[src/rtl/ccg_pkg.sv]
`timescale 1ns/1ps
package ccg_pkg;

  typedef enum logic {
    DET_IDLE = 1'b0,
    DET_OPEN = 1'b1
  } det_state_t;

  function automatic int half_of(input int div);
    return div / 2;
  endfunction

  function automatic int max_of(input int a, input int b);
    return (a > b) ? a : b;
  endfunction

  function automatic int min_of(input int a, input int b);
    return (a < b) ? a : b;
  endfunction

endpackage

[src/rtl/ccg_sync.sv]
`timescale 1ns/1ps
module ccg_sync #(
  parameter int STAGES  = 2,
  parameter bit RST_VAL = 1'b0
) (
  input  logic clk,
  input  logic rst,
  input  logic d,
  output logic q
);

  logic [STAGES-1:0] chain;

  always_ff @(posedge clk) begin
    if (rst) chain[0] <= RST_VAL;
    else     chain[0] <= d;
  end

  for (genvar i = 1; i < STAGES; i++) begin : g_stage
    always_ff @(posedge clk) begin
      if (rst) chain[i] <= RST_VAL;
      else     chain[i] <= chain[i-1];
    end
  end

  assign q = chain[STAGES-1];

endmodule

[src/rtl/ccg_ratio_ctrl.sv]
`timescale 1ns/1ps
module ccg_ratio_ctrl #(
  parameter int SETTLE = 10
) (
  input  logic clk,
  input  logic rst,
  input  logic sel_sync,
  output logic ratio_pend
);

  localparam int CW = $clog2(SETTLE + 1);
  localparam logic [CW-1:0] SETTLE_C = CW'(SETTLE);
  localparam logic [CW-1:0] LAST_C   = CW'(SETTLE - 1);

  logic          sel_prev;
  logic [CW-1:0] stable_cnt;

  always_ff @(posedge clk) begin
    if (rst) begin
      sel_prev   <= 1'b0;
      stable_cnt <= SETTLE_C;
      ratio_pend <= 1'b0;
    end else begin
      sel_prev <= sel_sync;
      if (sel_sync != sel_prev) begin
        stable_cnt <= '0;
      end else if (stable_cnt < SETTLE_C) begin
        stable_cnt <= stable_cnt + 1'b1;
        if (stable_cnt == LAST_C) ratio_pend <= sel_sync;
      end
    end
  end

endmodule

[src/rtl/ccg_divider.sv]
`timescale 1ns/1ps
module ccg_divider
  import ccg_pkg::*;
#(
  parameter int DIV_HI = 2,
  parameter int DIV_LO = 4
) (
  input  logic clk,
  input  logic rst,
  input  logic ratio_pend,
  output logic clk_out
);

  localparam int HALF_HI  = half_of(DIV_HI);
  localparam int HALF_LO  = half_of(DIV_LO);
  localparam int HALF_MAX = max_of(HALF_HI, HALF_LO);
  localparam int HW       = $clog2(HALF_MAX + 1);
  localparam logic [HW-1:0] HALF_HI_C = HW'(HALF_HI);
  localparam logic [HW-1:0] HALF_LO_C = HW'(HALF_LO);

  logic [HW-1:0] half_cur;
  logic [HW-1:0] phase_cnt;
  logic          wrap;

  assign wrap = (phase_cnt == half_cur - 1'b1);

  always_ff @(posedge clk) begin
    if (rst) begin
      half_cur  <= HALF_LO_C;
      phase_cnt <= '0;
      clk_out   <= 1'b0;
    end else if (wrap) begin
      phase_cnt <= '0;
      clk_out   <= ~clk_out;
      if (!clk_out) half_cur <= ratio_pend ? HALF_HI_C : HALF_LO_C;
    end else begin
      phase_cnt <= phase_cnt + 1'b1;
    end
  end

endmodule

[src/rtl/ccg_src_detect.sv]
`timescale 1ns/1ps
module ccg_src_detect
  import ccg_pkg::*;
#(
  parameter int WIN_TICKS = 16,
  parameter int MIN_EDGES = 2
) (
  input  logic clk,
  input  logic rst,
  input  logic act_sync,
  input  logic ext_sync,
  input  logic win_tick,
  output logic osc_en,
  output logic ext_src
);

  localparam int TW = $clog2(WIN_TICKS);
  localparam int EW = $clog2(MIN_EDGES + 1);
  localparam logic [TW-1:0] LAST_TICK = TW'(WIN_TICKS - 1);
  localparam logic [EW-1:0] EDGE_SAT  = EW'(MIN_EDGES);

  det_state_t    state;
  logic          act_prev;
  logic          ext_prev;
  logic [TW-1:0] tick_cnt;
  logic [EW-1:0] edge_cnt;
  logic [EW-1:0] edge_tot;
  logic          act_fall;
  logic          ext_rise;

  assign act_fall = act_prev & ~act_sync;
  assign ext_rise = ext_sync & ~ext_prev;

  always_comb begin
    if (ext_rise && edge_cnt != EDGE_SAT) edge_tot = edge_cnt + 1'b1;
    else                                  edge_tot = edge_cnt;
  end

  always_ff @(posedge clk) begin
    if (rst) begin
      act_prev <= 1'b1;
      ext_prev <= 1'b0;
    end else begin
      act_prev <= act_sync;
      ext_prev <= ext_sync;
    end
  end

  always_ff @(posedge clk) begin
    if (rst) begin
      state    <= DET_IDLE;
      tick_cnt <= '0;
      edge_cnt <= '0;
      osc_en   <= 1'b1;
      ext_src  <= 1'b0;
    end else if (act_fall) begin
      state    <= DET_OPEN;
      tick_cnt <= '0;
      edge_cnt <= '0;
    end else if (state == DET_OPEN) begin
      edge_cnt <= edge_tot;
      if (win_tick) begin
        if (tick_cnt == LAST_TICK) begin
          state   <= DET_IDLE;
          ext_src <= (edge_tot == EDGE_SAT);
          osc_en  <= (edge_tot != EDGE_SAT);
        end else begin
          tick_cnt <= tick_cnt + 1'b1;
        end
      end
    end
  end

endmodule

[src/rtl/card_clk_gen.sv]
`timescale 1ns/1ps
module card_clk_gen #(
  parameter int DIV_HI    = 2,
  parameter int DIV_LO    = 4,
  parameter int SETTLE    = 10,
  parameter int SYNC_LEN  = 2,
  parameter int WIN_TICKS = 16,
  parameter int MIN_EDGES = 2
) (
  input  logic ref_clk,
  input  logic rst,
  input  logic ratio_sel,
  input  logic act_n,
  input  logic win_tick,
  input  logic ext_act,
  output logic card_clk,
  output logic osc_en,
  output logic ext_src
);

  logic sel_sync;
  logic act_sync;
  logic ext_sync;
  logic ratio_pend;

  ccg_sync #(.STAGES(SYNC_LEN), .RST_VAL(1'b0)) u_sel_sync (
    .clk(ref_clk), .rst(rst), .d(ratio_sel), .q(sel_sync)
  );

  ccg_sync #(.STAGES(SYNC_LEN), .RST_VAL(1'b1)) u_act_sync (
    .clk(ref_clk), .rst(rst), .d(act_n), .q(act_sync)
  );

  ccg_sync #(.STAGES(SYNC_LEN), .RST_VAL(1'b0)) u_ext_sync (
    .clk(ref_clk), .rst(rst), .d(ext_act), .q(ext_sync)
  );

  ccg_ratio_ctrl #(.SETTLE(SETTLE)) u_ratio (
    .clk(ref_clk), .rst(rst), .sel_sync(sel_sync), .ratio_pend(ratio_pend)
  );

  ccg_divider #(.DIV_HI(DIV_HI), .DIV_LO(DIV_LO)) u_div (
    .clk(ref_clk), .rst(rst), .ratio_pend(ratio_pend), .clk_out(card_clk)
  );

  ccg_src_detect #(.WIN_TICKS(WIN_TICKS), .MIN_EDGES(MIN_EDGES)) u_det (
    .clk(ref_clk), .rst(rst), .act_sync(act_sync), .ext_sync(ext_sync),
    .win_tick(win_tick), .osc_en(osc_en), .ext_src(ext_src)
  );

endmodule

[config.mk]
export PLATFORM = sky130hd
export DESIGN_NAME = card_clk_gen
export DESIGN_NICKNAME = d
export VERILOG_FILES = /design/src/rtl/ccg_pkg.sv /design/src/rtl/ccg_sync.sv /design/src/rtl/ccg_ratio_ctrl.sv /design/src/rtl/ccg_divider.sv /design/src/rtl/ccg_src_detect.sv /design/src/rtl/card_clk_gen.sv
export SDC_FILE = /design/constraint.sdc
export NUM_CORES = 1
export LEC_CHECK = 0
export BUFFER_PORTS_ARGS = -buffer_cell sky130_fd_sc_hd__buf_2
export CORE_ASPECT_RATIO = 0.9
export CORE_MARGIN = 3
export CORE_UTILIZATION = 45
export DETAILED_ROUTE_END_ITERATION = 8
export PLACE_DENSITY = 0.63
export SYNTH_ARGS = -nofsm -noshare
export SYNTH_HDL_FRONTEND = slang
export SYNTH_HIERARCHICAL = 1
export SYNTH_SLANG_ARGS = --single-unit
export TNS_END_PERCENT = 50
[constraint.sdc]
create_clock -name ref_clk -period 3.95 [get_ports ref_clk]
set_input_delay 0.1975 -clock ref_clk [delete_from_list [all_inputs] [get_ports ref_clk]]
set_output_delay 0.1975 -clock ref_clk [all_outputs]
set_load 0.01 [all_outputs]
* Word level (Yosys, flattened, before mapping)
Cells that the tools add are included.
Word-level totals: flip-flop bits (word level) 28, input bits 6, output and inout bits 3, word-level logic and storage cells 58
Operators by class: $add $sub $neg 5, magnitude comparators 1, equality and inequality tests 7, mux-type cells 8, bitwise gates (word level) 8, reductions and logical operators 9
Operator list (number):
- $add A4 B1 Y4 const B | 2
- $eq A4 B4 Y1 const B | 2
- $mux W4 | 2
- $not A1 Y1 | 6
- $reduce_and A3 Y1 | 2
- $reduce_or A2 Y1 | 3
- $add A2 B1 Y2 const B | 2
- $lt A4 B4 Y1 const B | 1
- $mux W1 | 4
- $mux W2 | 2
- $ne A2 B2 Y1 const B | 2
- $reduce_and A4 Y1 | 1
- $and A1 B1 Y1 | 2
- $eq A2 B2 Y1 | 1
- $eq A2 B2 Y1 const B | 1
- $reduce_and A2 Y1 | 1
- $reduce_bool A2 Y1 | 1
- $sub A2 B1 Y2 const B | 1
- $logic_and A1 B1 Y1 | 1
- $ne A1 B1 Y1 | 1

* Depth between registers and ports, before layout
Gate-level depths: netlist of run 1.
word-level depth 5, depth in mapped cells 5, gate-level depth less buffers 5

* Cells and area by module
Netlist of run 1, hierarchy kept.
By module, submodules not included:
- ccg_src_detect | instances 1, cells each 53, area each 510.5 um^2, seq. area each 220.2 um^2
- ccg_ratio_ctrl | instances 1, cells each 29, area each 275.3 um^2, seq. area each 120.1 um^2
- ccg_divider | instances 1, cells each 29, area each 272.8 um^2, seq. area each 100.1 um^2
- ccg_sync | instances 3, cells each 4, area each 52.6 um^2, seq. area each 40.0 um^2

* Worst setup path after synthesis of run 1
OpenSTA, ideal clock, no wires.
path type register to register, start reg u_det.edge_cnt[0], end reg u_det.ext_src, setup time 0.117 ns, arrival 1.262 ns, required time 3.833 ns, path slack 2.571 ns, cell stages (with the launch flop) 6, path buffers 0, period minus slack after synthesis 1.379 ns, cell sequence dfxtp_1 inv_1 ha_1 nor3b_1 mux2_2 a2bb2oi_1
Between the ends: cells in the longest elaborated chain, start to end 4, elaborated cells on any way between the ends 5, those cells by class add/sub: 1; eq/ne: 2; mux: 1; reduce/logical: 1
Ends and longest elaborated chain:
- start: declaration | line ccg_src_detect.sv:26 | logic [EW-1:0] edge_cnt;
- start signal: assignment | line ccg_src_detect.sv:61 | edge_cnt <= edge_tot;
- parallel branches: the longest is 2 deep, another holds $add A2 B1 Y2
- $mux W2 * | line ccg_src_detect.sv:35 | if (ext_rise && edge_cnt != EDGE_SAT) edge_tot = edge_cnt + 1'b1;
- $eq A2 B2 Y1 * | line ccg_src_detect.sv:65 | ext_src <= (edge_tot == EDGE_SAT);
- end signal: assignment | line ccg_src_detect.sv:65
- end: declaration | line ccg_src_detect.sv:14 | output logic ext_src
Mark *: on every way between the ends. A chain may end at the register's enable or synchronous reset.

* Worst setup path after layout of run 1
Same ends and word-level chain as after synthesis.

==> impl_metrics.toml, run 1 <==
[sta]
max_freq_mhz = 676
finalSetupTns_ns = 0
timing.final.ws_setup_ns = 2.47
period_needed_ns = 1.48
timing.hold.ws_ns = 0.0454
slew_violations = 0
relSlewSlack_pct = 72.3
setup_viol = 0
tightest_slew_ns = 0.415
rsz0062_at_grt = "no"
fin_skew_ns = 0.00613
fin_crit_sh_pct = 37.5
finalHoldViolations = 0

[finish]
syn_to_final_growth_pct = 8.75
diodes = 0
final_core_utilization_pct = 52.7
postLayoutCellArea_mm2 = 0.00132
final_nets = 145
drive_gt1_share_pct = 13.4
fill_cells = 252
instances_no_fill = 162
multi_input_area_um2 = 632
seqCellArea_um2 = 561

[logic_synthesis]
seq_area_frac_synth_pct = 46.1
syn_area_per_cell_um2 = 9.89
synth_nets = 133
syn-instance-count = 123
synth.distinct_cells = 37
async_flop_share_pct = 0
syn_area_mm2 = 0.00122
synth_seq_cells = 28
yosysWarnings = 6
ys.flop_type = "dfxtp_1"
synth_edf_count = 0

[placed_design]
gp_congestion = 0.747
port_buffers = 8
hpwlAfterDp_mm = 1.40
placed_cell_area_mm2 = 0.00129
place_ws_ns = 2.47
placed_cells = 158

[drt]
detail_route.vias_per_cell = 5.58
finalWirelength_mm = 1.94
wire_per_inst_um = 12.0
drtIter0Drc = 13
antenna_left = 0
vias = 904
first_pass_iters = 4
drcViolationCount = 0

[floorplan]
core_mm2 = 0.00251
die_h_um = 55.3
ios = 9
start_util_pct = 48.5
die_x_um = 60.8
rows = 17
dieArea_mm2 = 0.00336

[grt]
grt_overflow = 0
grt_pass1_wl_mm = 3.59
grt_max_degree = 27
grt_pass1_vias = 850
antenna_found_initial = 0
track_usage_pct = 13.3

[status]
run_status = "completed"

[run]
maxCapViolCount = 0

[critical_path]
setup.worst_path.start_class = "flip-flop"
cp_slowest_stage_delay_ns = 0.41
path_cells = "inv_1, ha_1, nor3b_1, mux2_2, a2bb2oi_1"
arrival_ns = 1.71
cp_max_fo = 4
critPathBufInv = 1
crit_required_ns = 4.18
crit_family = "flip-flops"
endpoint_kind = "flip-flop"
critPathKind = "reg2reg"
cpMaxStageDelayCell = "dfxtp_1"

[clocking]
clk_latency_ns = 0.32
clock-sinks = 28
post_cts_buffers = 0
htreeDepth = 1
cts.repair.resized = 0
cts_buffers = 3
clockRootBuffer = "clkbuf_4"
cts.reportedPaths.clkPinSlew_ns = 0.14
postCtsHoldBufs = 0
cts_tree = "built"
clockBufferDepth = 2

[power]
peakVddDrop_mv = 0.251
power.total_mw = 0.484
powerDensity_mw_per_mm2 = 366
p_leak_nw = 0.514

[hold_path]
hp-class = "in2reg"
cell usage after synthesis (2+ instances only):
cell type | count | area, µm²
nor2_1 | 8 | 30.0
o31ai_1 | 2 | 15.0
o21ai_0 | 3 | 15.0
inv_1 | 5 | 18.8
or3_1 | 4 | 25.0
nand2b_1 | 2 | 12.5
o21bai_1 | 2 | 15.0
nor3b_1 | 5 | 37.5
a31oi_1 | 2 | 12.5
nand3_1 | 2 | 10.0
ha_1 | 4 | 50.1
nand4_1 | 2 | 12.5
dfxtp_1 | 28 | 561
nand2_1 | 2 | 7.51
nor4_1 | 3 | 18.8
and4bb_1 | 2 | 25.0
or2_1 | 3 | 18.8
nor2b_1 | 9 | 56.3
xnor2_1 | 4 | 35.0
a211oi_1 | 3 | 22.5
a21oi_1 | 9 | 45.0
mux2i_1 | 4 | 40.0
worst register-to-register path, stage by stage, from the launching register on:
cell       delay [ns]
dfxtp_1          0.41
inv_1            0.06
ha_1             0.20
nor3b_1          0.22
mux2_2           0.37
a2bb2oi_1        0.13
cells by family after synthesis:
logic type,after synthesis,share of synthesized area [%]
and+or+nand+nor,48,24.9
buffers and inverters,6,1.95
AOI/OAI and AO/OA,25,12.9
adders and majority gates,4,4.12
xor gates and xnor gates,6,4.94
muxes,6,5.14
DFF,28,46.1
cell type report:
cell class | count | area share (%)
multi-input combinational | 89 | 47.8
sequential | 28 | 42.4
timing repair buffer | 8 | 3.03
clock buffer | 4 | 2.74
tap | 28 | 2.65
inverter | 5 | 1.42
cells in the final DEF, fill, tap and decap left out, drive strengths merged:
cell     netlist  final
or3            4      4
clkbuf         0      4
a21oi          9      9
o21bai         2      2
dfxtp         28     28
and2           1      1
a31oi          2      2
or2            4      4
nor4           3      3
nor2           8      8
a41oi          1      1
nor2b         10     10
and3           1      1
xor2           2      2
nand2b         2      2
inv            5      5
o2bb2ai        1      1
and4bb         2      2
nand4          2      2
o31ai          2      2
o21ai          4      4
mux2i          4      4
nand3          2      2
a2bb2oi        1      1
mux2           2      2
a211oi         3      3
nor3b          5      5
ha             4      4
buf            1      8
nand2          3      3
xnor2          4      4
nor3           1      1
where the power goes:
part | internal, mW | switching (mW) | total [mW]
clock | 0.0564 | 0.0794 | 0.136
sequential | 0.293 | 0.0127 | 0.306
combinational | 0.0212 | 0.0204 | 0.0417
total | 0.371 | 0.113 | 0.484
final timing paths:
| path | from | endpoint | slack [ns] | depth (start not counted) |
|---|---|---|---|---|
| hold / removal | act_n | u_act_sync/chain[0] | 0.05 | 2 |
| setup / recovery | u_det/edge_cnt[0] | u_det/ext_src | 2.47 | 5 |
| setup reg to reg | u_det/edge_cnt[0] | u_det/ext_src | 2.47 | 5 |
| hold reg to reg | u_act_sync/chain[0] | u_act_sync/q | 0.43 | 1 |
layer usage:
metal	track usage [%]	up-vias	part of all wire, %
li1	-	462	-
met1	19.0	424	53
met2	19.2	16	42
met3	4.21	2	3.7
met4	3.10	0	0.67
met5	0	-	0
sequential cells by signal, indices dropped and copies added (netlist names), 2 cells and up:
signal              cells
u_div/half_cur          2
u_det/edge_cnt          2
u_ratio/stable_cnt      4
u_det/tick_cnt          4
u_div/phase_cnt         2
(Power assumes the default switching activity.)
==> inputs of run 2 (changes only) <==
==> constraint.sdc (replaced) <==
create_clock -name ref_clk -period 1.45 [get_ports ref_clk]
set_input_delay 0.0725 -clock ref_clk [delete_from_list [all_inputs] [get_ports ref_clk]]
set_output_delay 0.0725 -clock ref_clk [all_outputs]
set_load 0.01 [all_outputs]
==> impl_metrics.toml, run 2 (synthesis results as in run 1) <==
[grt]
grt_pass1_vias = 774
grt_pass1_wl_mm = 3.24
grt_overflow = 0
track_usage_pct = 12.1
grt_max_degree = 27
antenna_found_initial = 0

[finish]
drive_gt1_share_pct = 14.5
postLayoutCellArea_mm2 = 0.00137
reg_top3 = "u_det/tick_cnt (4), u_ratio/stable_cnt (4)"
instances_no_fill = 166
final_nets = 149
syn_to_final_growth_pct = 12.2
mostFrequentLayoutCells = "dfxtp_1, a21oi_1, nor2b_1, buf_2, nor2_1"
diodes = 0
layout_commonest_cell = "dfxtp_1"

[floorplan]
die_x_um = 60.8
dieArea_mm2 = 0.00336
core_mm2 = 0.00251
start_util_pct = 48.5
rows = 17
die_h_um = 55.3
ios = 9

[hold_path]
hp-class = "in2reg"
hold_start = "win_tick"

[power]
peakVddDrop_mv = 0.511
power.total_mw = 1.31
p_leak_nw = 0.536
powerDensity_mw_per_mm2 = 959

[critical_path]
critPathKind = "reg2reg"
cp_max_fo = 2
crit_required_ns = 1.67
arrival_ns = 1.58
cp_slowest_stage_delay_ns = 0.36
crit_family = "multiplexers"
worstSetupStartpoint = "u_det/edge_cnt[0]"
cpMaxStageDelayCell = "mux2_2"
setup.worst_path.start_class = "flip-flop"
endpoint_kind = "flip-flop"
path_cells = "inv_1, ha_1, nor3b_2, mux2_2, a2bb2oi_1"
critPathBufInv = 1
r2r-start = "u_det/edge_cnt[0]"

[placed_design]
placed_cell_area_mm2 = 0.00129
place_ws_ns = 0.0805
gp_congestion = 0.738
placed_cells = 159
port_buffers = 8
hpwlAfterDp_mm = 1.33

[drt]
finalWirelength_mm = 1.88
first_pass_iters = 4
vias = 908
detail_route.vias_per_cell = 5.47
drcViolationCount = 0
wire_per_inst_um = 11.3
antenna_left = 0
drtIter0Drc = 19

[sta]
finalSetupTns_ns = 0
tightest_slew_ns = 0.413
rsz0062_at_grt = "no"
finalHoldViolations = 0
relSlewSlack_pct = 72.4
timing.final.ws_setup_ns = 0.0904
fin_skew_ns = 0.00353
setup_viol = 0
period_needed_ns = 1.36
slew_violations = 0
fin_crit_sh_pct = 93.8
max_freq_mhz = 736

[clocking]
clock-sinks = 28
clockRootBuffer = "clkbuf_4"
clockBufferDepth = 2
cts_tree = "built"
htreeDepth = 1
cts.reportedPaths.clkPinSlew_ns = 0.13
clk_latency_ns = 0.31
cts_buffers = 3

[run]
maxCapViolCount = 0

[status]
run_status = "completed"
[run 2: per-stage QoR]
| step | hold WS (ns) | utilization (%) |
|---|---|---|
| final | 0.0632 | 54.4 |
| after global routing | 0.0755 | 54.4 |
| after floorplan | 0.142 | - |
| after global placement | 0.256 | 51.5 |
| after CTS | 0.0461 | 54.2 |
| after detailed placement | 0.256 | 51.5 |
[run 2: power by group]
part	leakage, nW	switching, mW	internal (mW)
sequential	0.229	0.0333	0.799
clock	0.0210	0.204	0.153
combinational	0.286	0.0559	0.0635
total	0.536	0.293	1.02
[run 2: final timing paths]
path	slack (ns)	cells past startpoint	end
setup / recovery	0.09	5	u_det/ext_src
setup reg to reg	0.09	5	u_det/ext_src
hold reg to reg	0.42	1	u_act_sync/q
hold / removal	0.06	3	u_det/tick_cnt[1]
[run 2: layout make-up]
class,instances,area [µm²]
Tap cell,28,35.0
Sequential cell,28,561
Fill cell,237,1140
Multi-Input combinational cell,89,637
Clock buffer,4,36.3
Timing Repair Buffer,12,77.6
Inverter,5,18.8
[run 2: metal layers]
layer	up-vias	part of all wire, %	global-route usage [%]
met4	0	0.69	1.86
met2	20	42	16.9
li1	468	-	-
met3	2	5.2	4.91
met5	-	0	0
met1	418	52	17.8
[run 2: repair_timing]
item	CTS	global route
hold buffers	3	0
resized for setup	0	1
hold endpoints to repair	3	0
setup endpoints to repair	0	1
buffers inserted	0	0
[run 2: worst min-delay path, stage by stage]
cell and delay (ns):
buf_2 0.12, nand4_1 0.09, a21oi_1 0.05
